===== config.mk =====
export PLATFORM = sky130hd
export DESIGN_NAME = planar_write_path
export DESIGN_NICKNAME = d
export VERILOG_FILES = /design/src/rtl/pwp_pkg.sv /design/src/rtl/pwp_rotator.sv /design/src/rtl/pwp_ctrl.sv /design/src/rtl/pwp_datapath.sv /design/src/rtl/planar_write_path.sv
export SDC_FILE = /design/constraint.sdc
export NUM_CORES = 1
export LEC_CHECK = 0
export BUFFER_PORTS_ARGS = -buffer_cell sky130_fd_sc_hd__buf_2
export CORE_ASPECT_RATIO = 1.2
export CORE_MARGIN = 2
export CORE_UTILIZATION = 52
export CTS_BUF_LIST = sky130_fd_sc_hd__clkbuf_16
export CTS_CLUSTER_SIZE = 25
export DETAILED_ROUTE_END_ITERATION = 6
export MAX_ROUTING_LAYER = met4
export PLACE_DENSITY = 0.85
export SLEW_MARGIN = 20
export SYNTH_ARGS = -nofsm -noshare
export SYNTH_HDL_FRONTEND = slang
export SYNTH_SLANG_ARGS = --single-unit

===== constraint.sdc =====
create_clock -name clk -period 6.1 [get_ports clk]
set_input_delay 0.305 -clock clk [delete_from_list [all_inputs] [get_ports clk]]
set_output_delay 0.305 -clock clk [all_outputs]
set_load 0.02 [all_outputs]

===== src/rtl/pwp_pkg.sv =====
package pwp_pkg;

  typedef enum logic [1:0] {
    WM_MIX    = 2'd0,
    WM_LATCH  = 2'd1,
    WM_NIBBLE = 2'd2,
    WM_FILL   = 2'd3
  } wrMode_e;

  typedef enum logic [1:0] {
    LF_COPY = 2'd0,
    LF_AND  = 2'd1,
    LF_OR   = 2'd2,
    LF_XOR  = 2'd3
  } logicFn_e;

  // Strobes from control to datapath
  typedef struct packed {
    logic loadLatch;    // capture read word into latch
    logic emit;         // register a new result word
    logic srcLatchOnly; // result is the latch itself
    logic srcNibble;    // planes from host low bits
    logic srcFill;      // planes from set/reset
    logic maskFromHost; // effective mask uses rotated byte
  } ctrlStrobe_t;

endpackage


===== src/rtl/pwp_rotator.sv =====
module pwp_rotator #(
  parameter int BYTE_W = 8,
  localparam int CNT_W = $clog2(BYTE_W)
) (
  input  logic [BYTE_W-1:0] dIn,
  input  logic [CNT_W-1:0]  count,
  output logic [BYTE_W-1:0] dOut
);

  // Right rotation: output bit i takes input bit (i + count) mod BYTE_W
  for (genvar i = 0; i < BYTE_W; i++) begin : g_bit
    logic [CNT_W:0] srcIdx;
    always_comb begin
      srcIdx = (CNT_W+1)'(i) + {1'b0, count};
      if (srcIdx >= (CNT_W+1)'(BYTE_W)) srcIdx = srcIdx - (CNT_W+1)'(BYTE_W);
      dOut[i] = dIn[srcIdx[CNT_W-1:0]];
    end
  end

endmodule


===== src/rtl/pwp_ctrl.sv =====
module pwp_ctrl
  import pwp_pkg::*;
(
  input  logic        clk,
  input  logic        rstN,
  input  logic        wrValid,
  input  logic        rdValid,
  input  logic [1:0]  writeMode,
  output ctrlStrobe_t strobe,
  output logic        outValid
);

  wrMode_e modeNow;

  always_comb begin
    modeNow             = wrMode_e'(writeMode);
    strobe              = '0;
    strobe.loadLatch    = rdValid;
    strobe.emit         = wrValid;
    unique case (modeNow)
      WM_MIX:    ;
      WM_LATCH:  strobe.srcLatchOnly = 1'b1;
      WM_NIBBLE: strobe.srcNibble    = 1'b1;
      WM_FILL: begin
        strobe.srcFill      = 1'b1;
        strobe.maskFromHost = 1'b1;
      end
      default: ;
    endcase
  end

  always_ff @(posedge clk) begin
    if (!rstN) outValid <= 1'b0;
    else       outValid <= wrValid;
  end

endmodule


===== src/rtl/pwp_datapath.sv =====
module pwp_datapath
  import pwp_pkg::*;
#(
  parameter int PLANES = 4,
  parameter int BYTE_W = 8,
  localparam int WORD_W = PLANES * BYTE_W,
  localparam int CNT_W  = $clog2(BYTE_W)
) (
  input  logic              clk,
  input  logic              rstN,
  input  ctrlStrobe_t       strobe,
  input  logic [BYTE_W-1:0] hostByte,
  input  logic [WORD_W-1:0] rdData,
  input  logic [CNT_W-1:0]  rotCount,
  input  logic [1:0]        logicFn,
  input  logic [PLANES-1:0] setReset,
  input  logic [PLANES-1:0] enSetReset,
  input  logic [BYTE_W-1:0] bitMask,
  output logic [WORD_W-1:0] outWord,
  output logic [WORD_W-1:0] latchWord
);

  logic [BYTE_W-1:0] rotByte;
  logic [BYTE_W-1:0] effMask;
  logic [WORD_W-1:0] modeWord;
  logic [WORD_W-1:0] aluWord;
  logic [WORD_W-1:0] mergedWord;
  logic [WORD_W-1:0] resultWord;

  pwp_rotator #(.BYTE_W(BYTE_W)) uRot (
    .dIn   (hostByte),
    .count (rotCount),
    .dOut  (rotByte)
  );

  assign effMask = strobe.maskFromHost ? (rotByte & bitMask) : bitMask;

  for (genvar b = 0; b < PLANES; b++) begin : g_plane
    logic [BYTE_W-1:0] srcByte;
    logic [BYTE_W-1:0] latByte;
    logic [BYTE_W-1:0] aluByte;

    assign latByte = latchWord[b*BYTE_W +: BYTE_W];

    always_comb begin
      if (strobe.srcFill)
        srcByte = {BYTE_W{setReset[b]}};
      else if (strobe.srcNibble)
        srcByte = {BYTE_W{hostByte[b]}};
      else if (enSetReset[b])
        srcByte = {BYTE_W{setReset[b]}};
      else
        srcByte = rotByte;
    end

    always_comb begin
      unique case (logicFn_e'(logicFn))
        LF_COPY: aluByte = srcByte;
        LF_AND:  aluByte = srcByte & latByte;
        LF_OR:   aluByte = srcByte | latByte;
        LF_XOR:  aluByte = srcByte ^ latByte;
        default: aluByte = srcByte;
      endcase
    end

    assign modeWord[b*BYTE_W +: BYTE_W]   = srcByte;
    assign aluWord[b*BYTE_W +: BYTE_W]    = aluByte;
    assign mergedWord[b*BYTE_W +: BYTE_W] = (aluByte & effMask) | (latByte & ~effMask);
  end

  assign resultWord = strobe.srcLatchOnly ? latchWord : mergedWord;

  always_ff @(posedge clk) begin
    if (!rstN) begin
      latchWord <= '0;
      outWord   <= '0;
    end else begin
      if (strobe.emit)      outWord   <= resultWord;
      if (strobe.loadLatch) latchWord <= rdData;
    end
  end

endmodule


===== src/rtl/planar_write_path.sv =====
module planar_write_path
  import pwp_pkg::*;
#(
  parameter int PLANES = 4,
  parameter int BYTE_W = 8,
  localparam int WORD_W = PLANES * BYTE_W,
  localparam int CNT_W  = $clog2(BYTE_W)
) (
  input  logic              clk,
  input  logic              rstN,
  input  logic              wrValid,
  input  logic [BYTE_W-1:0] hostByte,
  input  logic              rdValid,
  input  logic [WORD_W-1:0] rdData,
  input  logic [CNT_W-1:0]  rotCount,
  input  logic [1:0]        logicFn,
  input  logic [1:0]        writeMode,
  input  logic [PLANES-1:0] setReset,
  input  logic [PLANES-1:0] enSetReset,
  input  logic [BYTE_W-1:0] bitMask,
  output logic              outValid,
  output logic [WORD_W-1:0] outWord
);

  ctrlStrobe_t       strobe;
  logic [WORD_W-1:0] latchWord;

  pwp_ctrl uCtrl (
    .clk       (clk),
    .rstN      (rstN),
    .wrValid   (wrValid),
    .rdValid   (rdValid),
    .writeMode (writeMode),
    .strobe    (strobe),
    .outValid  (outValid)
  );

  pwp_datapath #(.PLANES(PLANES), .BYTE_W(BYTE_W)) uData (
    .clk        (clk),
    .rstN       (rstN),
    .strobe     (strobe),
    .hostByte   (hostByte),
    .rdData     (rdData),
    .rotCount   (rotCount),
    .logicFn    (logicFn),
    .setReset   (setReset),
    .enSetReset (enSetReset),
    .bitMask    (bitMask),
    .outWord    (outWord),
    .latchWord  (latchWord)
  );

endmodule


* After elaboration in Yosys (flattened, before gate mapping)
Cells that the tools add are included.
** Storage, ports and cells
- Input port bits :: 67
- Output and inout bits :: 33
- Register bits :: 65
** Cells by class
- Bitwise logic cells :: 26
- Equality and inequality tests :: 6
- Reduce and logical (&&, ||, !) cells :: 1
- Magnitude comparators :: 16
- $add $sub $neg :: 15
- Mux-type cells :: 45
** Operator list (count)
- $pmux W8 S4 :: 4
- $and A8 B8 Y8 :: 13
- $mux W8 :: 13
- $or A8 B8 Y8 :: 8
- $lt A3 B4 Y1 const B :: 8
- $mux W32 :: 1
- $xor A8 B8 Y8 :: 4
- $ge A4 B4 Y1 const B :: 7
- $bmux W1 S3 :: 8
- $mux W3 :: 8
- $sub A3 B1 Y3 const B :: 8
- $add A3 B3 Y4 const A :: 4
- $mux W1 :: 10
- $add A2 B3 Y4 const A :: 2
- $eq A2 B2 Y1 const B :: 4
- $not A8 Y8 :: 1
- $add A1 B3 Y4 const A :: 1
- $eq A2 B1 Y1 const B :: 2
- $ge A3 B4 Y1 const B :: 1
- $logic_not A2 Y1 :: 1
- $mux W2 :: 1

* Logic depth before layout (Yosys ltp)
- Depth after elaboration :: 13
- Depth in mapped cells :: 15
- Mapped depth without buffers :: 13

* Modules after synthesis
From an unflattened synthesis, not the netlist that was laid out.
** Second synthesis, totals
- Cells, all modules :: 656
- Area total of the unflattened synthesis :: 5891.9 µm²
** Modules (own cells, without submodules)
- pwp_datapath :: times used 1, area each 5405.2 µm², sequential area each 1281.2 µm², cells an instance 614
- pwp_rotator :: times used 1, area each 415.4 µm², sequential area each 0.0 µm², cells an instance 34
- pwp_ctrl :: times used 1, area each 71.3 µm², sequential area each 20.0 µm², cells an instance 8

* Worst setup path before layout
OpenSTA, ideal clock, no wires.
- Kind :: input port to flip-flop
- Start :: input rotCount[1]
- End :: register uData.outWord[13]
- Path slack :: 3187 ps
- Cell stages on the path :: 14
- Path buffers :: 1
- Data arrival time :: 2837 ps
- Cells stage by stage :: inv_1 -> ha_1 -> buf_6 -> mux2_2 -> mux2i_1 -> a211oi_2 -> mux2i_1 -> o21a_1 -> ha_1 -> nand2_1 -> o211ai_1 -> o21ai_0 -> or3_1 -> a41oi_2
** Between the ends
- Longest elaborated chain between the ends :: 13
** RTL lines
- start: declaration :: RTL line planar_write_path.sv:15 : input logic [CNT_W-1:0] rotCount,
- $add A3 B3 Y4 * :: RTL line pwp_rotator.sv:14 : srcIdx = (CNT_W+1)'(i) + {1'b0, count};
- $ge A4 B4 Y1 or $sub A3 B1 Y3 (tied branches) :: RTL line pwp_rotator.sv:15 : if (srcIdx >= (CNT_W+1)'(BYTE_W)) srcIdx = srcIdx - (CNT_W+1)'(BYTE_W);
- $mux W3 * :: RTL line pwp_rotator.sv:15
- $bmux W1 S3 * :: RTL line pwp_rotator.sv:16 : dOut[i] = dIn[srcIdx[CNT_W-1:0]];
- $mux W1 (not written as such) * :: RTL line pwp_rotator.sv:16
- $mux W8 :: RTL line pwp_datapath.sv:50 : else if (enSetReset[b])
- $mux W8 :: RTL line pwp_datapath.sv:48 : else if (strobe.srcNibble)
- $mux W8 :: RTL line pwp_datapath.sv:46 : if (strobe.srcFill)
- $xor A8 B8 Y8, or another cell as far along :: RTL line pwp_datapath.sv:61 : LF_XOR: aluByte = srcByte ^ latByte;
- $pmux W8 S4 :: RTL line pwp_datapath.sv:57 : unique case (logicFn_e'(logicFn))
- $and A8 B8 Y8 :: RTL line pwp_datapath.sv:68 : assign mergedWord[b*BYTE_W +: BYTE_W] = (aluByte & effMask) | (latByte & ~effMask);
- $or A8 B8 Y8 * :: RTL line pwp_datapath.sv:68
- $mux W32 * :: RTL line pwp_datapath.sv:71 : assign resultWord = strobe.srcLatchOnly ? latchWord : mergedWord;
- end signal: assignment :: RTL line pwp_datapath.sv:78 : if (strobe.emit) outWord <= resultWord;
- end: declaration :: RTL line pwp_datapath.sv:19 : output logic [WORD_W-1:0] outWord,
Every way passes the cells marked *; elsewhere a longest branch is shown, timed or not. The select of a mux whose other input is x is not followed.
A chain may end at the register's enable or synchronous reset.

* Worst setup path in the final report
Same ends and word-level chain as after synthesis.

==> results.sh <==
export IMPL_cpLargestDelayFamily="compound AO/OA/AOI/OAI gates"
export IMPL_h_tree_depth=3
export IMPL_io_pins=100
export IMPL_hold_viol=0
export IMPL_nNetsFinal=911
export IMPL_period_share_pct=52.64
export IMPL_dp_hpwl_um=11280
export IMPL_async_flop_share_pct=0
export IMPL_cpMaxStageDelayCell="a211oi_2"
export IMPL_switchingPower_uw=475.2
export IMPL_comb_power_share_pct=30.8
export IMPL_drive_above_1_share_pct=19.31
export IMPL_slew_violations=0
export IMPL_netlist_area_um2=5797
export IMPL_vdd_drop_max_uv=137.7
export IMPL_synth_avg_cell_area_um2=8.222
export IMPL_avgRoutedWirePerCell_um=17.97
export IMPL_start_util_pct=53.03
export IMPL_synth_nets=838
export IMPL_ant_nets=0
export IMPL_synth_top_area_share_pct=22.45
export IMPL_slew_headroom_pct=31.88
export IMPL_seq_area_frac_synth_pct=22.45
export IMPL_synthTopCellsByArea="dfxtp_1 22%, ha_1 14%, mux2i_1 9.8%"
export IMPL_grt_overflow=0
export IMPL_die_w_um=100.4
export IMPL_yosysTopAreaCell="dfxtp_1"
export IMPL_synth_edf_count=0
export IMPL_tightest_slew_ns=1.022
export IMPL_antenna_found_initial=0
export IMPL_required_ns=6.36
export IMPL_root_buffer="clkbuf_16"
export IMPL_crit_chain="buf_2 > inv_1 > ha_1 > mux2_2 > mux2i_1 > a211oi_2 > mux2i_1 > o21a_1 > ha_1 > nand2_1 > o211ai_1 > o21ai_0 > or3_1 > a41oi_2"
export IMPL_synth_seq_cells=65
export IMPL_numCtsBuffers=9
export IMPL_wirelength_um=16420
export IMPL_final_common_cell="buf_2"
export IMPL_p_leak_uw=0.003165
export IMPL_crit_fanout=7
export IMPL_die_area_um2=12010
export IMPL_routed_via_density=6.159
export IMPL_dp_cells=899
export IMPL_ys_warnings_count=0
export IMPL_hold_worst_slack_ns=0.1973
export IMPL_gp_congestion=0.8932
export IMPL_drtIter0Drc=424
export IMPL_grt_max_degree=78
export IMPL_p_seq_share_pct=34.1
export IMPL_clk_path_buf_depth=2
export IMPL_dr_pass1_iters=5
export IMPL_min_path_type="in2reg"
export IMPL_setup_viol=0
export IMPL_synth_ff_type="dfxtp_1"
export IMPL_clock_skew_ns=0.005874
export IMPL_endpoint_kind="flip-flop"
export IMPL_post_cts_buffers=0
export IMPL_track_usage_pct=28.51
export IMPL_grt_pass1_wl_um=26370
export IMPL_cp_start_kind="primary input"
export IMPL_cts_tree="yes"
export IMPL_grt_pass1_vias=5396
export IMPL_rsz0062_at_grt="false"
export IMPL_period_minus_slack_ns=3.211
export IMPL_critPathBufInv=2
export IMPL_vias=5629
export IMPL_final_cell_mix="99 x buf_2, 91 x inv_1, 66 x ha_1, 65 x dfxtp_1, 63 x nand2_1"
export IMPL_cpPeakStageDelay_ns=0.50
export IMPL_fp_dieH_um=119.7
export IMPL_crit_arrival_ns=3.47
export IMPL_clock_sinks=65
export IMPL_setup_tns_final_ns=0
export IMPL_maxCapViolations=0
export IMPL_clkPwrFrac_pct=35.1
export IMPL_power_density_nw_per_um2=214.3
export IMPL_swShare_pct=33.71
export IMPL_cts_resized=0
export IMPL_finalNonFillerCells=914
export IMPL_fillers=992
export IMPL_coreArea_um2=10930
export IMPL_drc=0
export IMPL_fp_row_count=42
export IMPL_fmax_mhz=311.5
export IMPL_antenna_cells=0
export IMPL_syn_inst=705
export IMPL_cts_reportedPaths_clkPinSlew_ns=0.05
export IMPL_ctsHoldBuffers=0
export IMPL_io_buffers=99
export IMPL_clk_latency_ns=0.34
export IMPL_internal_power_uw=934.3
export IMPL_area_delta_synth_final_pct=13.47
export IMPL_criticalPathCategory="in2reg"
export IMPL_status="finished clean"
export IMPL_yosysUniqueCellTypes=64
## metrics by stage
step | power [uW] | setup slack, ns | util (%) | instance area (um^2)
final | 1410 | 2.889 | 60.18 | 6578
after global routing | 1480 | 2.691 | 60.18 | 6578
after CTS | 1411 | 2.902 | 60.15 | 6575
after detailed placement | 913.1 | 2.628 | 57.62 | 6299
after global placement | 899.5 | 2.727 | 57.62 | 6299
after floorplan | 792.4 | 3.187 | - | 5797
## cell usage after synthesis (7+ instances only)
master / number
a211o_1: 17
a21oi_1: 11
a31oi_1: 20
buf_2: 7
clkbuf_1: 24
dfxtp_1: 65
ha_1: 66
inv_1: 90
mux2_2: 8
mux2i_1: 57
nand2_1: 63
nand2b_1: 8
nor2_1: 46
nor2b_1: 22
o211ai_1: 7
o21ai_0: 44
o221ai_1: 19
o22ai_1: 22
## logic make-up after synthesis
group	after synthesis	synth area share, %
buf+inv	133	9.152
compound gates	185	22.56
simple gates	174	14.01
mux	79	16.88
fa+ha+maj	66	14.25
xor+xnor	3	0.7125
flops	65	22.45
## worst register-to-register path, stage by stage (launching register included)
cell,delay [ns]
dfxtp_1,0.36
inv_1,0.07
ha_1,0.27
nand2_1,0.05
o211ai_1,0.13
o21ai_0,0.11
or3_1,0.37
a41oi_2,0.19
## sequential cells by signal, summed over array words and instances, names as in the netlist
name	cells
uCtrl.outValid	1
uData.latchWord	32
uData.outWord	32
## power by group through the flow
| stage | Combinational (uW) | Clock [uW] | Sequential (uW) |
|---|---|---|---|
| 2_1_floorplan | 292 | 0 | 500 |
| 3_3_place_gp | 411 | 0 | 489 |
| 3_5_place_dp | 425 | 0 | 489 |
| 4_1_cts | 430 | 501 | 480 |
| 5_1_grt | 482 | 513 | 484 |
| 6_report | 434 | 495 | 481 |
## layer usage
metal	wire length (um)	GRT usage, %
met3	1280	5.300
met5	0	-
met4	777	15.67
met1	6485	33.15
met2	7879	46.18
## worst paths after layout
kind	startpoint	endpoint	slack (ns)	depth (start not counted)
worst max-delay path	rotCount[1]	uData.outWord[13]$_SDFFE_PN0P_	2.89	14
worst min-delay path	rdData[19]	uData.latchWord[19]$_SDFFE_PN0P_	0.20	3
worst max register to register	uData.latchWord[13]$_SDFFE_PN0P_	uData.outWord[13]$_SDFFE_PN0P_	4.46	7
worst min register to register	uData.outWord[27]$_SDFFE_PN0P_	uData.outWord[27]$_SDFFE_PN0P_	0.50	2
## final cells by class
class / count / area (um^2) / share of cell area (%)
clock buffer: 9 / 225.2 / 3.424
clock inverter: 6 / 51.30 / 0.7799
inverter: 93 / 349.1 / 5.307
multi-input combinational: 507 / 3968 / 60.32
sequential: 65 / 1301 / 19.78
tap: 132 / 165.2 / 2.511
timing repair buffer: 102 / 518.0 / 7.875
Note: power is estimated with default switching activity, not from simulation.
